--- config.mk ---
export PLATFORM = sky130hd
export DESIGN_NAME = ep0_rx_handshake
export DESIGN_NICKNAME = d
export VERILOG_FILES = /design/src/rtl/ep0_rx_handshake.sv
export SDC_FILE = /design/constraint.sdc
export NUM_CORES = 1
export LEC_CHECK = 0
export BUFFER_PORTS_ARGS = -buffer_cell sky130_fd_sc_hd__buf_2
export CORE_MARGIN = 2
export CORE_UTILIZATION = 29
export CTS_CLUSTER_DIAMETER = 100
export CTS_CLUSTER_SIZE = 12
export DETAILED_ROUTE_END_ITERATION = 7
export GPL_TIMING_DRIVEN = 0
export PLACE_DENSITY = 0.52
export SYNTH_ARGS = -nofsm -noshare
export SYNTH_HDL_FRONTEND = slang
export SYNTH_SLANG_ARGS = --single-unit
--- constraint.sdc ---
create_clock -name clk -period 0.89 [get_ports clk]
set_input_delay 0.0445 -clock clk [delete_from_list [all_inputs] [get_ports clk]]
set_output_delay 0.0445 -clock clk [all_outputs]
set_load 0.02 [all_outputs]
--- src/rtl/ep0_rx_handshake.sv ---
module ep0_rx_handshake (
  input  logic       clk,
  input  logic       rst_n,
  input  logic       bus_rst,
  input  logic       tok_setup,
  input  logic       tok_out,
  input  logic       in_done,
  input  logic       pkt_end,
  input  logic       pid_data1,
  input  logic       crc_err,
  input  logic       stuff_err,
  input  logic       cpu_wr,
  input  logic       cpu_sel,
  input  logic [7:0] cpu_wdata,
  output logic [7:0] cpu_rdata,
  output logic       hs_valid,
  output logic [1:0] hs_code,
  output logic       rx_stall,
  output logic       tx_stall_set
);

  localparam logic [1:0] HS_NONE  = 2'b00;
  localparam logic [1:0] HS_ACK   = 2'b01;
  localparam logic [1:0] HS_NAK   = 2'b10;
  localparam logic [1:0] HS_STALL = 2'b11;

  localparam logic [1:0] K_IDLE  = 2'd0;
  localparam logic [1:0] K_OUT   = 2'd1;
  localparam logic [1:0] K_SETUP = 2'd2;

  logic       err_q, ovw_q, tog_q, nak_q, stall_q, full_q;
  logic [2:0] ctl_q;
  logic [1:0] kind_q;

  logic       pkt_bad, fin, fin_ok, is_setup;
  logic [1:0] code;
  logic       acked, auto_out, auto_in;
  logic       st_wr, ct_wr;

  assign pkt_bad  = crc_err | stuff_err;
  assign fin      = pkt_end && (kind_q != K_IDLE);
  assign fin_ok   = fin && !pkt_bad;
  assign is_setup = (kind_q == K_SETUP);
  assign st_wr    = cpu_wr && !cpu_sel;
  assign ct_wr    = cpu_wr && cpu_sel;

  always_comb begin
    if (pkt_bad)              code = HS_NONE;
    else if (is_setup)        code = HS_ACK;
    else if (stall_q)         code = HS_STALL;
    else if (nak_q || full_q) code = HS_NAK;
    else                      code = HS_ACK;
  end

  assign acked    = fin_ok && (code == HS_ACK);
  assign auto_out = acked && !is_setup && ctl_q[1] && (!ctl_q[2] || pid_data1);
  assign auto_in  = in_done && ctl_q[0];

  always_ff @(posedge clk or negedge rst_n) begin
    if (!rst_n) begin
      err_q <= 1'b0; ovw_q <= 1'b0; tog_q <= 1'b0;
      nak_q <= 1'b0; stall_q <= 1'b0; full_q <= 1'b0;
      ctl_q <= '0; kind_q <= K_IDLE;
      hs_valid <= 1'b0; hs_code <= HS_NONE; tx_stall_set <= 1'b0;
    end else if (bus_rst) begin
      err_q <= 1'b0; ovw_q <= 1'b0; tog_q <= 1'b0;
      nak_q <= 1'b0; stall_q <= 1'b0; full_q <= 1'b0;
      ctl_q <= '0; kind_q <= K_IDLE;
      hs_valid <= 1'b0; hs_code <= HS_NONE; tx_stall_set <= 1'b0;
    end else begin
      hs_valid     <= fin;
      hs_code      <= fin ? code : HS_NONE;
      tx_stall_set <= auto_out || auto_in;

      if (fin && pkt_bad)                err_q <= 1'b1;
      else if (st_wr && !cpu_wdata[5])   err_q <= 1'b0;

      if (acked)                         full_q <= 1'b1;
      else if (st_wr && !cpu_wdata[0])   full_q <= 1'b0;

      if (fin_ok && is_setup && full_q)  ovw_q <= 1'b1;
      else if (st_wr && !cpu_wdata[0])   ovw_q <= 1'b0;

      if (fin_ok)                        tog_q <= pid_data1;

      if (st_wr)                         nak_q <= cpu_wdata[2];

      if (auto_out || auto_in)           stall_q <= 1'b1;
      else if (st_wr)                    stall_q <= cpu_wdata[1];

      if (tok_setup)                     ctl_q <= '0;
      else if (ct_wr)                    ctl_q <= cpu_wdata[2:0];

      if (tok_setup)                     kind_q <= K_SETUP;
      else if (tok_out)                  kind_q <= K_OUT;
      else if (pkt_end)                  kind_q <= K_IDLE;
    end
  end

  assign rx_stall  = stall_q;
  assign cpu_rdata = cpu_sel ? {5'b0, ctl_q}
                             : {2'b0, err_q, ovw_q, tog_q, nak_q, stall_q, full_q};

  AST_STROBE_ONE: assert property (@(posedge clk) disable iff (!rst_n)
    hs_valid |=> !hs_valid);
  AST_IDLE_CODE: assert property (@(posedge clk) disable iff (!rst_n)
    !hs_valid |-> hs_code == HS_NONE);
  AST_ERR_SILENT: assert property (@(posedge clk) disable iff (!rst_n)
    (hs_valid && $past(crc_err || stuff_err)) |-> (hs_code == HS_NONE && err_q));
  AST_SETUP_ACK: assert property (@(posedge clk) disable iff (!rst_n)
    (hs_valid && $past(kind_q == K_SETUP && !(crc_err || stuff_err))) |-> (hs_code == HS_ACK && full_q));
  AST_STALL_FIRST: assert property (@(posedge clk) disable iff (!rst_n)
    (hs_valid && $past(kind_q == K_OUT && stall_q && !(crc_err || stuff_err))) |-> hs_code == HS_STALL);
  AST_ACK_FULL: assert property (@(posedge clk) disable iff (!rst_n)
    (hs_valid && hs_code == HS_ACK) |-> full_q);
  AST_TX_WITH_RX: assert property (@(posedge clk) disable iff (!rst_n)
    tx_stall_set |-> rx_stall);
  AST_BUS_RST_CLR: assert property (@(posedge clk) disable iff (!rst_n)
    $past(bus_rst) |-> (!hs_valid && !tx_stall_set && !err_q && !full_q && !ovw_q && !stall_q && ctl_q == 3'b0));

endmodule

==> results.json <==
{
  "synthSimpleGateAreaFrac_pct": 21.1,
  "area_growth_pct": 49.1,
  "violations": "setup timing",
  "grt-ovfl-total": 0,
  "nFillCells": 250,
  "met2_length_um": 960,
  "port_buffers": 25,
  "gp_congestion": 0.742,
  "holdPathEnd": "err_q",
  "r2r_cells": 4,
  "core_area_sq_um": 2480,
  "crit_fanout": 4,
  "startpoint_type": "register",
  "first_pass_iters": 4,
  "antenna_found_initial": 0,
  "synth_warnings": 0,
  "hold_violations": 0,
  "internal_power_mw": 1.01,
  "layout_common_cells": "buf_2, dfrtp_1, buf_6",
  "postSynthCellCount": 71,
  "end_kind": "output port",
  "cts_max_level": 1,
  "initial_utilization_pct": 30.9,
  "final_common_cell": "buf_2",
  "clock-root-buffer": "clkbuf_4",
  "p_leak_nw": 0.558,
  "fmax_mhz": 843,
  "synthTopCellsByArea": "dfrtp_1, mux2i_1, mux2_2, a21oi_1, and4bb_1",
  "yosysSeqAreaShare_pct": 49.1,
  "synth_compound_area_share_pct": 13.7,
  "synth_top_family_by_area": "simple AND/OR/NAND/NOR gates",
  "cts_buffers": 3,
  "r2r_slack_ns": -0.29,
  "drv_cap": 0,
  "grt_pass1_wl_um": 3200,
  "synthMuxAreaShare_pct": 11.0,
  "first_iter_violations": 16,
  "p_switching_mw": 0.372,
  "route.met3.wl_um": 98,
  "cts_buffer_depth": 2,
  "r2r-start": "rx_stall",
  "cts_num_sinks": 15,
  "outcome": "finished with violations",
  "layout.nets": 129,
  "ir_drop_mv": 0.648,
  "timing.rr.end": "rx_stall",
  "arrival_ns": 1.14,
  "final_cell_area_sq_um": 1140,
  "met1_length_um": 775,
  "hold_depth": 3,
  "synth-xor-area-share_pct": 0,
  "ant_nets": 0,
  "top_layer": "met4",
  "dpl_cell_area_sq_um": 946,
  "die_w_um": 55.3,
  "grt_util_all_layers_pct": 13.0,
  "seqPwrFrac_pct": 52.4,
  "die_h_um": 55.3,
  "worstSetupPathType": "reg2out",
  "cts_tree": "done",
  "io_pins": 33,
  "drive_above_1_share_pct": 51.9,
  "multi_input_area_sq_um": 418,
  "synth-seq-cells": 15,
  "clk_latency_ns": 0.27,
  "clk_pin_slew_ns": 0.09,
  "hold_class": "in2reg",
  "netlist_area_sq_um": 764,
  "synth_top_area_share_pct": 49.1,
  "slew_viol_final": 0,
  "yosysUniqueCellTypes": 29,
  "rsz0062_at_grt": "yes",
  "hold_slack_ns": 0.0154,
  "syn_area_per_cell_sq_um": 10.8,
  "synthAdderAreaFrac_pct": 0,
  "yosys.area.top_type": "dfrtp_1",
  "setup_viol": 14,
  "finalCritPeriodShare_pct": 133,
  "power_frac_comb_pct": 20.0,
  "critPathRequiredTime_ns": 0.85,
  "clock_skew_ns": 0.00240,
  "wl_per_cell_um": 13.4,
  "hpwl_um": 1350,
  "p_clk_share_pct": 27.6,
  "setup_ws_ns": -0.297,
  "first_global_vias": 732,
  "vias_per_cell": 4.78,
  "grt_max_degree": 16,
  "n_antenna_cell": 0,
  "core.rowCount": 18,
  "p_sw_share_pct": 26.9,
  "min_from": "cpu_wdata[5]",
  "drt_wl_total_um": 1850,
  "power.density_nw_per_um2": 1210,
  "min_period_ns": 1.19,
  "vias": 659,
  "ff_latch_area_sq_um": 380,
  "fp.dieArea_sq_um": 3060,
  "drc": 0
}
-- critical path: stages, from the launching register on --
cell     delay, ns
dfrtp_1       0.44
mux2_4        0.30
buf_6         0.13
-- cells by family after synthesis --
logic type | Yosys count
and+or+nand+nor | 24
AOI/OAI and AO/OA | 17
DFF | 15
muxes | 8
buffers and inverters | 6
other | 1
-- layout make-up --
type	instances	area share, %
Clock buffer	4	2.31
Buffer	4	2.41
Sequential cell	15	33.4
Tap cell	30	3.29
Inverter	2	0.659
Timing Repair Buffer	32	21.3
Multi-Input combinational cell	51	36.7
-- synth_stat cells (all sizes together) --
cell,n
dfrtp,15
nor2,7
a21oi,6
mux2i,5
nor3,5
buf,4
o21ai,4
mux2,3
nor2b,3
and2b,2
and4bb,2
inv,2
nand2,2
o31ai,2
a31oi,1
conb,1
nand2b,1
nand3,1
nand4,1
o2111ai,1
o211ai,1
o21a,1
o311ai,1
-- stage by stage --
step	TNS (ns)	utilization, %	setup slack, ns	cells	power (mW)
3_3_place_gp	-0.911	38.2	-0.204	127	0.953
6_report	-2.67	46.0	-0.297	138	1.38
2_1_floorplan	-0.296	-	-0.0716	72	0.859
5_1_grt	-3.29	46.0	-0.365	138	1.46
3_5_place_dp	-0.981	38.2	-0.228	127	0.955
4_1_cts	-2.52	44.3	-0.316	136	1.40
-- timing repair --
action | in CTS | in global routing
pin swaps | 3 | 4
hold endpoints to repair | 19 | 0
hold buffers | 2 | 0
gates resized for setup | 19 | 8
setup endpoints to repair | 14 | 15
buffers inserted | 3 | 2
-- how the worst max path moves through the flow --
stage / slack (ns) / cells past startpoint / start / endpoint
after floorplan: -0.07 / 3 / rx_stall / rx_stall
after global placement: -0.20 / 3 / kind_q[0] / tx_stall_set
after detailed placement: -0.23 / 3 / full_q / rx_stall
after CTS: -0.32 / 2 / nak_q / cpu_rdata[2]
after global routing: -0.37 / 4 / rx_stall / rx_stall
final: -0.30 / 2 / nak_q / cpu_rdata[2]
-- state kept, by name (all words and copies together), names as in the netlist --
signal,count
ctl_q,3
err_q,1
full_q,1
hs_code,2
hs_valid,1
kind_q,2
nak_q,1
ovw_q,1
rx_stall,1
tog_q,1
tx_stall_set,1
-- power groups by stage --
stage | logic (mW) | registers, mW | clock network [mW]
floorplan | 0.120 | 0.740 | 0
global placement | 0.217 | 0.736 | 0
detailed placement | 0.218 | 0.737 | 0
CTS | 0.265 | 0.727 | 0.406
global route | 0.302 | 0.729 | 0.433
finish | 0.276 | 0.725 | 0.382
-- metal layers --
layer  GRT usage, %  vias up
met5              0        -
met4           5.23        0
met3           3.28        2
met2           22.3       18
met1           15.5      315
li1               -      324
Note: power is estimated with default switching activity, not from simulation.
